===== config.mk =====
export PLATFORM = sky130hd
export DESIGN_NAME = spi_sb_framer
export DESIGN_NICKNAME = d
export VERILOG_FILES = /design/src/rtl/spi_sb_pkg.sv /design/src/rtl/sb_tick_gen.sv /design/src/rtl/sb_tx_shift.sv /design/src/rtl/sb_rx_collect.sv /design/src/rtl/spi_sb_framer.sv
export SDC_FILE = /design/constraint.sdc
export NUM_CORES = 1
export LEC_CHECK = 0
export ABC_AREA = 0
export BUFFER_PORTS_ARGS = -buffer_cell sky130_fd_sc_hd__buf_4
export CORE_MARGIN = 2
export CORE_UTILIZATION = 58
export DETAILED_ROUTE_END_ITERATION = 6
export PLACE_DENSITY = 0.8
export SLEW_MARGIN = 20
export SYNTH_ARGS = -nofsm -noshare
export SYNTH_HDL_FRONTEND = slang
export SYNTH_SLANG_ARGS = --single-unit

===== constraint.sdc =====
create_clock -name clk -period 2.05 [get_ports clk]
set_input_delay 0.3075 -clock clk [delete_from_list [all_inputs] [get_ports clk]]
set_output_delay 0.3075 -clock clk [all_outputs]
set_load 0.03 [all_outputs]

===== src/rtl/spi_sb_pkg.sv =====
package spi_sb_pkg;
   typedef enum logic {
      HALF_LEAD  = 1'b0,
      HALF_TRAIL = 1'b1
   } half_e;

   function automatic int unsigned cnt_width(input int unsigned n);
      return (n > 1) ? $clog2(n) : 1;
   endfunction
endpackage


===== src/rtl/sb_tick_gen.sv =====
module sb_tick_gen
   import spi_sb_pkg::*;
#(
   parameter int unsigned HALF_CYC = 2
) (
   input  logic  clk,
   input  logic  rst_n,
   input  logic  run,
   output logic  mid_stb,
   output logic  end_stb,
   output half_e half
);
   localparam int unsigned CNT_W = cnt_width(HALF_CYC);

   logic last_cyc;

   generate
      if (HALF_CYC == 0) begin : g_bad
         $error("HALF_CYC must be at least 1");
      end else if (HALF_CYC == 1) begin : g_fast
         assign last_cyc = 1'b1;
      end else begin : g_cnt
         logic [CNT_W-1:0] cnt;
         always_ff @(posedge clk or negedge rst_n) begin
            if (!rst_n)                              cnt <= '0;
            else if (!run || cnt == CNT_W'(HALF_CYC - 1)) cnt <= '0;
            else                                     cnt <= cnt + 1'b1;
         end
         assign last_cyc = (cnt == CNT_W'(HALF_CYC - 1));
      end
   endgenerate

   always_ff @(posedge clk or negedge rst_n) begin
      if (!rst_n)                half <= HALF_LEAD;
      else if (!run)             half <= HALF_LEAD;
      else if (last_cyc)         half <= (half == HALF_LEAD) ? HALF_TRAIL : HALF_LEAD;
   end

   assign mid_stb = run && last_cyc && (half == HALF_LEAD);
   assign end_stb = run && last_cyc && (half == HALF_TRAIL);


   strobe_excl_chk: assert property (@(posedge clk) disable iff (!rst_n)
      $onehot0({mid_stb, end_stb}));

   half_alt_chk: assert property (@(posedge clk) disable iff (!rst_n)
      mid_stb |=> (half == HALF_TRAIL));
endmodule


===== src/rtl/sb_tx_shift.sv =====
module sb_tx_shift #(
   parameter int unsigned MAX_LEN = 16,
   parameter int unsigned LEN_W   = 4
) (
   input  logic               clk,
   input  logic               rst_n,
   input  logic               load,
   input  logic               shift,
   input  logic [MAX_LEN-1:0] word,
   input  logic [LEN_W-1:0]   len_m1,
   input  logic               lead_en,
   input  logic               lead_val,
   output logic               out_bit
);
   localparam int unsigned SR_W = MAX_LEN + 1;

   logic [SR_W-1:0]    sr;
   logic [MAX_LEN-1:0] aligned;
   logic [LEN_W-1:0]   pad;

   assign pad     = LEN_W'(MAX_LEN - 1) - len_m1;
   assign aligned = word << pad;

   always_ff @(posedge clk or negedge rst_n) begin
      if (!rst_n)     sr <= '0;
      else if (load)  sr <= lead_en ? {lead_val, aligned} : {aligned, 1'b0};
      else if (shift) sr <= {sr[SR_W-2:0], 1'b0};
   end

   assign out_bit = sr[SR_W-1];
endmodule


===== src/rtl/sb_rx_collect.sv =====
module sb_rx_collect #(
   parameter int unsigned MAX_LEN = 16
) (
   input  logic               clk,
   input  logic               rst_n,
   input  logic               clear,
   input  logic               take,
   input  logic               din,
   output logic [MAX_LEN-1:0] word
);
   always_ff @(posedge clk or negedge rst_n) begin
      if (!rst_n)     word <= '0;
      else if (clear) word <= '0;
      else if (take)  word <= {word[MAX_LEN-2:0], din};
   end
endmodule


===== src/rtl/spi_sb_framer.sv =====
module spi_sb_framer
   import spi_sb_pkg::*;
#(
   parameter int unsigned MAX_LEN  = 16,
   parameter int unsigned HALF_CYC = 2,
   localparam int unsigned LEN_W   = $clog2(MAX_LEN)
) (
   input  logic               clk,
   input  logic               rst_n,
   input  logic               wr_stb,
   input  logic [MAX_LEN-1:0] tx_word,
   input  logic [LEN_W-1:0]   word_len,
   input  logic               lead_en,
   input  logic               lead_val,
   input  logic               cpol,
   input  logic               cpha,
   input  logic               miso,
   output logic               sclk,
   output logic               mosi,
   output logic               busy,
   output logic [MAX_LEN-1:0] rx_word,
   output logic               rx_valid
);
   localparam int unsigned NB_W = $clog2(MAX_LEN + 2);

   generate
      if (MAX_LEN < 2) begin : g_len_bad
         $error("MAX_LEN must be at least 2");
      end
   endgenerate

   logic            accept, mid_stb, end_stb, last_bit, lead_cur;
   logic            cpol_q, cpha_q, tx_bit;
   logic [NB_W-1:0] bits_left;
   logic [MAX_LEN-1:0] rx_sh;
   half_e           half;

   assign accept   = wr_stb && !busy;
   assign last_bit = (bits_left == NB_W'(1));

   sb_tick_gen #(.HALF_CYC(HALF_CYC)) u_tick (
      .clk(clk), .rst_n(rst_n), .run(busy),
      .mid_stb(mid_stb), .end_stb(end_stb), .half(half)
   );

   sb_tx_shift #(.MAX_LEN(MAX_LEN), .LEN_W(LEN_W)) u_tx (
      .clk(clk), .rst_n(rst_n), .load(accept), .shift(end_stb),
      .word(tx_word), .len_m1(word_len), .lead_en(lead_en),
      .lead_val(lead_val), .out_bit(tx_bit)
   );

   sb_rx_collect #(.MAX_LEN(MAX_LEN)) u_rx (
      .clk(clk), .rst_n(rst_n), .clear(accept),
      .take(mid_stb && !lead_cur), .din(miso), .word(rx_sh)
   );

   always_ff @(posedge clk or negedge rst_n) begin
      if (!rst_n) begin
         busy      <= 1'b0;
         lead_cur  <= 1'b0;
         bits_left <= '0;
         cpol_q    <= 1'b0;
         cpha_q    <= 1'b0;
      end else if (accept) begin
         busy      <= 1'b1;
         lead_cur  <= lead_en;
         bits_left <= NB_W'(word_len) + NB_W'(1) + NB_W'(lead_en);
         cpol_q    <= cpol;
         cpha_q    <= cpha;
      end else if (end_stb) begin
         lead_cur  <= 1'b0;
         bits_left <= bits_left - 1'b1;
         if (last_bit) busy <= 1'b0;
      end
   end

   always_ff @(posedge clk or negedge rst_n) begin
      if (!rst_n) begin
         rx_word  <= '0;
         rx_valid <= 1'b0;
      end else begin
         rx_valid <= end_stb && last_bit;
         if (end_stb && last_bit) rx_word <= rx_sh;
      end
   end

   assign sclk = busy ? (cpol_q ^ (cpha_q ? (half == HALF_LEAD) : (half == HALF_TRAIL))) : cpol;
   assign mosi = busy && tx_bit;


   bits_live_chk: assert property (@(posedge clk) disable iff (!rst_n)
      busy |-> (bits_left != '0));

   rx_pulse_chk: assert property (@(posedge clk) disable iff (!rst_n)
      rx_valid |-> (!busy && $past(busy)));

   mode_hold_chk: assert property (@(posedge clk) disable iff (!rst_n)
      (busy && $past(busy)) |-> ($stable(cpol_q) && $stable(cpha_q)));

   lead_first_chk: assert property (@(posedge clk) disable iff (!rst_n)
      (busy && $past(busy) && !$past(lead_cur)) |-> !lead_cur);

   start_chk: assert property (@(posedge clk) disable iff (!rst_n)
      (wr_stb && !busy) |=> busy);
endmodule


# [Word-level counts from Yosys, hierarchy flattened]
# Index checks and enable logic that the tools add are counted.
[totals] register_bits=61 input_bits=28 output_inout_bits=20 elab_cells=53
[op_classes] n_addsub=5 eq_ne=2 shift=1 muxes=18 n_bitwise=2 n_reduce_logical=14
[ops] cell="two-way mux 17 bit" n=3
[ops] cell="two-way mux 16 bit" n=2
[ops] cell="<< shifter 16 x 4 -> 16 bit" n=1
[ops] cell="two-way mux 1 bit" n=11
[ops] cell="two-way mux 5 bit" n=2
[ops] cell="logical AND 1 bit" n=7
[ops] cell="nonzero test 2 bit" n=3
[ops] cell="adder 4 x 1 -> 5 bit, second input constant" n=1
[ops] cell="adder 5 x 1 -> 5 bit" n=1
[ops] cell="== test 5 x 1 -> 1 bit, second input constant" n=1
[ops] cell="subtractor 5 x 1 -> 5 bit, second input constant" n=1
[ops] cell="subtractor 4 bit, first input constant" n=1
[ops] cell="logical NOT 1 bit" n=2
[ops] cell="!= test 2 x 1 -> 1 bit, second input constant" n=1
[ops] cell="AND reduction 2 bit" n=1
[ops] cell="adder 1 bit, second input constant" n=1
[ops] cell="logical OR 1 bit" n=1
[ops] cell="inverter 1 bit" n=1
[ops] cell="XOR 1 bit" n=1

# [Depth between registers and ports, before layout]
# Gate-level depths: netlist of run 1.
[logic_depth] word_depth=5 mapped_depth=9 ltp_nobuf=7

# [Cells and area by module]
# From an unflattened synthesis of run 1, not the netlist that was laid out.
[hier_totals] hier_cells=331 area_unflattened_um2=3663.5
[by_module_without_submodules] module="sb_tx_shift" instances=1 cells_each=182 area_each_um2=1682.9 seq_area_each_um2=425.4
[by_module_without_submodules] module="spi_sb_framer" instances=1 cells_each=89 area_each_um2=1231.2 seq_area_each_um2=650.6
[by_module_without_submodules] module="sb_rx_collect" instances=1 cells_each=52 area_each_um2=660.6 seq_area_each_um2=400.4
[by_module_without_submodules] module="sb_tick_gen" instances=1 cells_each=8 area_each_um2=88.8 seq_area_each_um2=50.0

# [Worst setup path after synthesis of run 1]
# OpenSTA, ideal clock, no wires.
[synth_timing] path_kind="flip-flop to flip-flop" startpoint="reg busy" endpoint="reg rx_word[10]" setup_ns=0.125 arrival_ns=1.855 required_ns=1.925 setup_slack_ns=0.070 path_stages_with_launch=7 path_buffers=2 period_less_slack_ns=1.980 path_cell_list="dfrtp_1 -> nand3_1 -> nor3_1 -> and3b_1 -> buf_2 -> buf_2 -> mux2_2"
[synth_via] elab_chain_len=3
[synth_rtl] item="from (decl)" line="spi_sb_framer.sv:20" rtl="output logic busy,"
[synth_rtl] item="from (signal assigned)" line="spi_sb_framer.sv:59" rtl="busy <= 1'b0;"
[synth_rtl] item="from (signal assigned)" line="spi_sb_framer.sv:65" rtl="busy <= 1'b1;"
[synth_rtl] item="from (signal assigned)" line="spi_sb_framer.sv:73" rtl="if (last_bit) busy <= 1'b0;"
[synth_rtl] item="logical AND 1 bit (2 in a row)" line="sb_tick_gen.sv:40" rtl="assign end_stb = run && last_cyc && (half == HALF_TRAIL);"
[synth_rtl] item="logical AND 1 bit" line="spi_sb_framer.sv:83" rtl="if (end_stb && last_bit) rx_word <= rx_sh;"
[synth_rtl] item="to (signal assigned)" line="spi_sb_framer.sv:83"
[synth_rtl] item="to (decl)" line="spi_sb_framer.sv:21" rtl="output logic [MAX_LEN-1:0] rx_word,"
# No other way between the ends.
# A chain may end at the register's enable or synchronous reset.

# [Worst setup path in the final report of run 1]
[layout_timing] startpoint="reg busy" endpoint="reg rx_word[9]"
# The elaborated chain is that of the path after synthesis.

==> metrics, run 1 <==
Ys Warns 0; max-slew violation count 0; status finished, final reports clean; CP Class reg -> reg; CP arrival 1980 ps; flops & latches, synth 61; Syn Nets 375; Post-synth EDFFs 0; Syn Inst Count 343; Netlist cell types 44; Die Area 6670 um2; CP Cell Sequence nand3_1 -> nor3_1 -> and3b_1 -> buf_4 -> mux2_2; grt ovf 0; CTS buffer count 9; Layout Area Growth over Synthesis 16.0%; Syn Area/Cell 10.2 um2; skew final 9.37 ps; mapped cell area 3500 um2; most common cell in the netlist nand2_1; clk_lat worst skew 330 ps; Worst setup SP type flip-flop; CP Data Required Time 2260 ps; total core area 5890 um2; width of the chip 81.7 um; Setup TNS Final 0 ps; vias after detailed routing 2789; first-pass GRT wire length 13000 um; Die H 81.7 um; Clock Sinks 61; post-CTS setup buffers 0; top post-synthesis cells by area dfrtp_1 44%, mux2i_1 9.1%, mux2_2 8.4%; Synth area leader dfrtp_1; Hold Buf Count CTS 0; actual slew at the worst max-slew pin 745 ps; root buf cell clkbuf_8; DR vias/cell 6.00; Pwr Density 1310 nW/um2; ys async rst share 100%; Avg WL per Cell 16.5 um; Commonest cells post-synth 66 x nand2_1, 61 x dfrtp_1, 32 x mux2i_1, 26 x mux2_2, 16 x a21oi_1; main flop type after synthesis dfrtp_1; CTS tree built; unrepaired setup endpoints after global routing no; dpl hpwl 5400 um; filler cell count 460; drt initial violations 283; vias in the first global route 2749; fin crit share 86.0%; DRC viols 0; Final Hold Violating Endpoints 0; Ports 48; clock slew at reported path FFs 60 ps; Synth top area share 43.6%; Max FO, Critical Path 11; final antenna-violating net count 0; worst r2r path cells 5; Routability Congestion 0.919; drt pass-1 iters 5; Design Power 5330 uW; Max VDD drop 1.30 mV; initial antenna violation count 0; relative slew slack 50.3%; layout cells sized above 1 27.9%; Rows 28; crit path max-delay cell type dfrtp_1; DRT Wirelength 7660 um; post-synthesis sequential area ratio 43.6%; GRT Util Overall 25.3%; PortBufs 47; n_diodes 0; leakage power total 0.00192 uW; Resized cells post-CTS 0; H-tree levels 3; Initial Util 59.5%; fin nets 418; CP endpoint kind flip-flop; max-capacitance violation count 0; Hold Crit Class in -> async; pin count of the biggest net entering global routing 62; crit path time final 1760 ps; # setup viols final 0; achievable frequency 567 MHz; CP max stage delay 480 ps; clk buf depth 2
-- per-layer routing --
layer | global-route usage, % | share of wire (%) | up-vias
li1 | - | - | 1308
met1 | 37.0 | 46 | 1348
met2 | 38.9 | 47 | 121
met3 | 4.73 | 6.7 | 12
met4 | 7.17 | 1.3 | 0
met5 | 0 | 0 | -
-- stage by stage --
step | hold WS [ps] | utilization (%) | setup slack, ps | instance area [um2] | cells
6_report | 38.4 | 69.0 | 286 | 4060 | 465
4_1_cts | 68.8 | 69.0 | 286 | 4060 | 465
3_5_place_dp | 419 | 66.2 | 93.7 | 3890 | 450
2_1_floorplan | 11.9 | - | 70.1 | 3500 | 343
5_1_grt | 109 | 69.0 | 144 | 4060 | 465
3_3_place_gp | 423 | 66.2 | 161 | 3890 | 450
-- cells by family after synthesis --
logic type      synth area share, %
simple gates                   14.2
mux                            24.6
flops                          43.6
compound gates                 9.51
buf+inv                        4.47
xor+xnor                       2.25
fa+ha+maj                      1.43
-- power by group --
part | internal, uW | total [uW] | switching [uW]
clock network | 460 | 915 | 455
registers | 1710 | 2060 | 348
logic | 1010 | 2350 | 1340
total | 3190 | 5330 | 2140
-- registers in the layout (all words and copies together), names as in the netlist, 5 cells and up --
name and flops:
u_tx.sr 17, rx_word 16, u_rx.word 16, bits_left 5
-- cell usage in the layout, fill, tap and decap left out, types with 4 or more instances in the layout --
cell type  instances
xnor2_1            5
xor2_1             4
mux2_2            26
clkbuf_8          10
ha_1               4
o22ai_1            6
nand3_1           14
nor2_1            13
a21oi_1           16
nor3_1             8
dfrtp_1           61
mux4_2             8
buf_4             57
inv_1              7
o21ai_0           13
nand2_1           66
mux2i_1           32
-- critical path: cells and delay by family (launching register included) --
family / cells / cell delay (ps)
buf+inv: 1 / 210
flops: 1 / 480
mux: 1 / 360
simple gates: 3 / 600
-- layout make-up --
| class | count | area, um2 | area share [%] |
|---|---|---|---|
| clock buffers | 11 | 141 | 3.48 |
| clock inverters | 4 | 25.0 | 0.616 |
| inverters | 7 | 26.3 | 0.647 |
| multi-input cells | 250 | 1820 | 44.8 |
| flip-flops and latches | 61 | 1530 | 37.6 |
| well taps | 75 | 93.8 | 2.31 |
| repair buffers | 57 | 428 | 10.5 |
-- final timing paths --
kind / from / end / slack [ps]
hold / removal: rst_n / u_tx.sr[16] / 40
hold reg to reg: cpha_q / cpha_q / 500
setup / recovery: busy / rx_word[9] / 290
min in group clk: miso / u_rx.word[0] / 160
max in group asynchronous: rst_n / u_tx.sr[11] / 1520
setup reg to reg: busy / rx_word[9] / 290
(Power assumes the default switching activity.)
==> run 2, diff against run 1 <==
Settings changed: CORE_UTILIZATION 58 to 60, CTS_BUF_LIST set to sky130_fd_sc_hd__clkbuf_2 sky130_fd_sc_hd__clkbuf_4 sky130_fd_sc_hd__clkbuf_8, PLACE_DENSITY 0.8 to 0.83.
==> metrics, run 2 (synthesized netlist as in run 1, its figures left out) <==
sequential power share 36.0% (was 38.7%); CP Data Required Time 2290 ps (was 2260 ps); achievable frequency 536 MHz (was 567 MHz); Max VDD drop 0.959 mV (was 1.30 mV); status finished, final reports clean (unchanged); fin nets 420 (was 418); leakage power total 0.00197 uW (was 0.00192 uW); # setup viols final 0 (unchanged); Top reg by flops u_tx.sr (unchanged); CTS tree built (unchanged); Clock Sinks 61 (unchanged); clk buf depth 2 (unchanged); Hold Buf Count CTS 0 (unchanged); width of the chip 80.4 um (was 81.7 um); Max FO, Critical Path 18 (was 11); Avg WL per Cell 16.6 um (was 16.5 um); sw frac 38.3% (was 40.2%); crit path launch busy (unchanged); Final Hold Violating Endpoints 0 (unchanged); CP Cell Sequence nand3_1 -> nor3_1 -> and3b_1 -> buf_4 -> mux2_2 (unchanged); DRT Wirelength 7710 um (was 7660 um); dpl hpwl 5400 um (about the same); DR vias/cell 5.98 (was 6.00); Ports 48 (unchanged); Rows 27 (was 28); CP arrival 2100 ps (was 1980 ps); drt pass-1 iters 4 (was 5); Worst setup SP type flip-flop (unchanged); most frequent cells in the layout 66 x nand2_1, 61 x dfrtp_1, 58 x buf_4 (was 66 x nand2_1, 61 x dfrtp_1, 57 x buf_4); relative slew slack 50.8% (was 50.3%); internal power 3550 uW (was 3190 uW); CP endpoint kind flip-flop (unchanged); max-capacitance violation count 0 (unchanged); CP max stage delay 490 ps (was 480 ps); DRC viols 0 (unchanged); first-pass GRT wire length 12800 um (was 13000 um); skew final 9.78 ps (was 9.37 ps); pin count of the biggest net entering global routing 62 (unchanged); total net switching power 2200 uW (was 2140 uW); crit path max-delay cell type dfrtp_1 (unchanged); filler cell count 386 (was 460); commonest non-fill, non-tap cell in the layout nand2_1 (unchanged); logic gate share of total power 41.3% (was 44.2%); Setup TNS Final 0 ps (unchanged); vias after detailed routing 2783 (was 2789); Die H 80.4 um (was 81.7 um); drt initial violations 225 (was 283); layout cells sized above 1 28.8% (was 27.9%); initial antenna violation count 0 (unchanged); CTS buffer count 9 (unchanged); actual slew at the worst max-slew pin 738 ps (was 745 ps); Hold Crit Class in -> async (unchanged); CP Class reg -> reg (unchanged); max reg flops 17 (unchanged); Die Area 6460 um2 (was 6670 um2); clock slew at reported path FFs 70 ps (was 60 ps); PortBufs 47 (unchanged); unrepaired setup endpoints after global routing no (unchanged); Pwr Density 1380 nW/um2 (was 1310 nW/um2); max-slew violation count 0 (unchanged); GRT Util Overall 26.0% (was 25.3%); Routability Congestion 0.983 (was 0.919); fin crit share 91.0% (was 86.0%); n_diodes 0 (unchanged); Top Registers u_tx.sr x17, rx_word x16, u_rx.word x16 (unchanged); fin util 74.7% (was 69.0%); Clock Power Share 22.8% (was 17.2%); final antenna-violating net count 0 (unchanged); H-tree levels 3 (unchanged); Initial Util 62.8% (was 59.5%); worst r2r src busy (unchanged); vias in the first global route 2624 (was 2749); Layout Area Growth over Synthesis 19.0% (was 16.0%); grt ovf 0 (unchanged); crit path time final 1870 ps (was 1760 ps); root buf cell clkbuf_8 (unchanged); Resized cells post-CTS 0 (unchanged); post-CTS setup buffers 0 (unchanged); total core area 5570 um2 (was 5890 um2); clk_lat worst skew 350 ps (was 330 ps)
## run 2: cell count changes in the layout (fill, tap and decap cells not counted), sizes merged
cell and delta:
bufinv +3, clkinv -1, buf +2, inv +1, clkbuf -2
## run 2: layer usage
layer / global-route usage, % / up-vias / part of all wire (%)
met5: 0 / - / 0
met2: 39.5 / 99 / 48
met4: 6.78 / 0 / 1.2
li1: - / 1318 / -
met3: 7.75 / 9 / 6.9
met1: 36.7 / 1357 / 44
## run 2: cell type report
type | instances | area, um2 | share of cell area, %
multi-input cells | 250 | 1820 | 43.7
flip-flops and latches | 61 | 1530 | 36.6
repair buffers | 59 | 455 | 10.9
clock buffers | 9 | 124 | 2.97
clock inverters | 7 | 123 | 2.94
well taps | 72 | 90.1 | 2.16
inverters | 7 | 26.3 | 0.631
## run 2: final timing paths
check,to,slack [ps],cells past startpoint
setup / recovery,rx_word[2],180,5
hold / removal,cpha_q,20,1
setup reg to reg,rx_word[2],180,5
hold reg to reg,cpol_q,500,2
max in group asynchronous,bits_left[3],1540,1
min in group clk,cpha_q,150,3
## run 2: worst max-delay path, delay by kind of cell, from the launching register on
kind	cells	cell delay, ps
multiplexers	1	370
flip-flops	1	490
AND/OR/NAND/NOR	3	630
buffers and inverters	1	250
## run 2: power by group through the flow
stage               clock network [uW]  registers, uW  logic, uW
floorplan                            0           2280       1390
global placement                     0           2050       2290
detailed placement                   0           2080       2360
CTS                               1320           2060       2370
global route                      1390           2130       2600
finish                            1310           2070       2370
## run 2: per-stage QoR
| step | worst slack (ps) | std cells | power [uW] | hold WS (ps) | area (um2) |
|---|---|---|---|---|---|
| after floorplan | 70.1 | 343 | 3670 | 11.9 | 3500 |
| after global placement | 162 | 449 | 4340 | 416 | 3920 |
| after detailed placement | 117 | 449 | 4440 | 420 | 3920 |
| after CTS | 183 | 465 | 5760 | 41.7 | 4170 |
| after global routing | 20.4 | 465 | 6120 | 78.2 | 4170 |
| final | 185 | 465 | 5750 | 21.5 | 4170 |
==> run 3, diff against run 2 <==
Settings changed: RECOVER_POWER set to 100.
==> metrics, run 3 (synthesized netlist as in run 1, its figures left out) <==
status finished, final reports clean (unchanged); CP endpoint kind flip-flop (unchanged); Clock Power Share 23.4% (was 22.8%); Routability Congestion 0.983 (unchanged); initial antenna violation count 0 (unchanged); max-slew violation count 0 (unchanged); Top Registers u_tx.sr x17, rx_word x16, u_rx.word x16 (unchanged); CP arrival 2060 ps (was 2100 ps); layout cells sized above 1 23.4% (was 28.8%); Setup TNS Final 0 ps (unchanged); CP Cell Sequence nand3_1 -> nor3_1 -> and3b_1 -> buf_4 -> mux2_2 (unchanged); fin crit share 88.9% (was 91.0%); skew final 8.10 ps (was 9.78 ps); leakage power total 0.00188 uW (was 0.00197 uW); CTS buffer count 9 (unchanged); clk buf depth 2 (unchanged); unrepaired setup endpoints after global routing no (unchanged); clock slew at reported path FFs 70 ps (about the same); DRC viols 0 (unchanged); n_diodes 0 (unchanged); crit path time final 1820 ps (was 1870 ps); relative slew slack 2.68% (was 50.8%); Design Power 5570 uW (was 5750 uW); Clock Sinks 61 (unchanged); flop2flop setup slack 230 ps (was 180 ps); Hold Crit Class in -> reg (was in -> async); commonest non-fill, non-tap cell in the layout nand2_1 (unchanged); most frequent cells in the layout 66 x nand2_1, 61 x dfrtp_1, 33 x buf_4 (was 66 x nand2_1, 61 x dfrtp_1, 58 x buf_4); DRT Wirelength 7710 um (about the same); total core area 5570 um2 (unchanged); width of the chip 80.4 um (unchanged); Pwr Density 1370 nW/um2 (was 1380 nW/um2); PortBufs 47 (unchanged); Die Area 6460 um2 (unchanged); first-pass GRT wire length 12800 um (unchanged); Final Hold Violating Endpoints 0 (unchanged); CP max stage delay 470 ps (was 490 ps); # setup viols final 0 (unchanged); logic gate share of total power 39.5% (was 41.3%); max reg flops 17 (unchanged); GRT Util Overall 26.0% (unchanged); internal power 3380 uW (was 3550 uW); Top reg by flops u_tx.sr (unchanged); drt initial violations 250 (was 225); Avg WL per Cell 16.6 um (about the same); sw frac 39.3% (was 38.3%); DR vias/cell 5.98 (about the same); CTS tree built (unchanged); Hold Buf Count CTS 0 (unchanged); fin util 73.2% (was 74.7%); vias in the first global route 2624 (unchanged); grt ovf 0 (unchanged); Rows 27 (unchanged); fin nets 420 (unchanged); clk_lat worst skew 350 ps (about the same); Max VDD drop 0.881 mV (was 0.959 mV); Die H 80.4 um (unchanged); drt pass-1 iters 5 (was 4); total net switching power 2190 uW (was 2200 uW); pin count of the biggest net entering global routing 62 (unchanged); actual slew at the worst max-slew pin 1460 ps (was 738 ps); H-tree levels 3 (unchanged); max-capacitance violation count 0 (unchanged); crit path max-delay cell type dfrtp_1 (unchanged); Initial Util 62.8% (unchanged); Max FO, Critical Path 18 (unchanged); CP Class reg -> reg (unchanged); vias after detailed routing 2780 (was 2783); dpl hpwl 5400 um (unchanged); sequential power share 37.1% (was 36.0%); root buf cell clkbuf_8 (unchanged); Layout Area Growth over Synthesis 16.5% (was 19.0%); post-CTS setup buffers 0 (unchanged); final antenna-violating net count 0 (unchanged); CP Data Required Time 2290 ps (about the same); Ports 48 (unchanged); Resized cells post-CTS 0 (unchanged); Worst setup SP type flip-flop (unchanged); achievable frequency 548 MHz (was 536 MHz)
[run 3: changes by cell type in the layout (fill, tap and decap cells not counted), sizes merged]
cell | previous run | this run
clkbuf | 9 | 34
buf | 59 | 34
[run 3: final cells by class]
| class | count | area (um2) |
|---|---|---|
| multi-input combinational | 250 | 1820 |
| sequential | 61 | 1530 |
| fill | 408 | 1500 |
| timing repair buffer | 59 | 370 |
| clock buffer | 9 | 124 |
| clock inverter | 7 | 123 |
| tap | 72 | 90.1 |
| inverter | 7 | 26.3 |
[run 3: per-layer routing]
metal	up-vias	global-route usage [%]	part of all wire, %
li1	1321	-	-
met1	1345	36.7	44
met2	106	39.5	48
met3	8	7.75	7.1
met4	0	6.78	0.99
met5	-	0	0
[run 3: path summary, 6_finish.rpt]
kind / from / end / depth (start not counted)
worst min register to register: cpol_q / cpol_q / 2
max in group asynchronous: rst_n / rx_word[14] / 1
worst max-delay path: busy / rx_word[2] / 5
min in group asynchronous: rst_n / cpol_q / 1
worst min-delay path: cpha / cpha_q / 3
worst max register to register: busy / rx_word[2] / 5
[run 3: power groups by stage]
stage	Sequential [uW]	Clock, uW	Combinational (uW)
after floorplan	2280	0	1390
after global routing	2120	1390	2430
after global placement	2050	0	2290
final	2060	1300	2200
after detailed placement	2080	0	2360
after CTS	2060	1320	2370
[run 3: per-stage QoR]
stage / hold WS [ps] / setup slack [ps] / area, um2 / instances
final: 152 / 227 / 4080 / 465
after global routing: 151 / 37.5 / 4080 / 465
after CTS: 41.7 / 183 / 4170 / 465
after detailed placement: 420 / 117 / 3920 / 449
after global placement: 416 / 162 / 3920 / 449
after floorplan: 11.9 / 70.1 / 3500 / 343
[run 3: critical path: cells and delay by family, from the launching register on]
family                 cells  cell delay (ps)
DFF                        1              470
buffers and inverters      1              250
muxes                      1              370
and+or+nand+nor            3              620
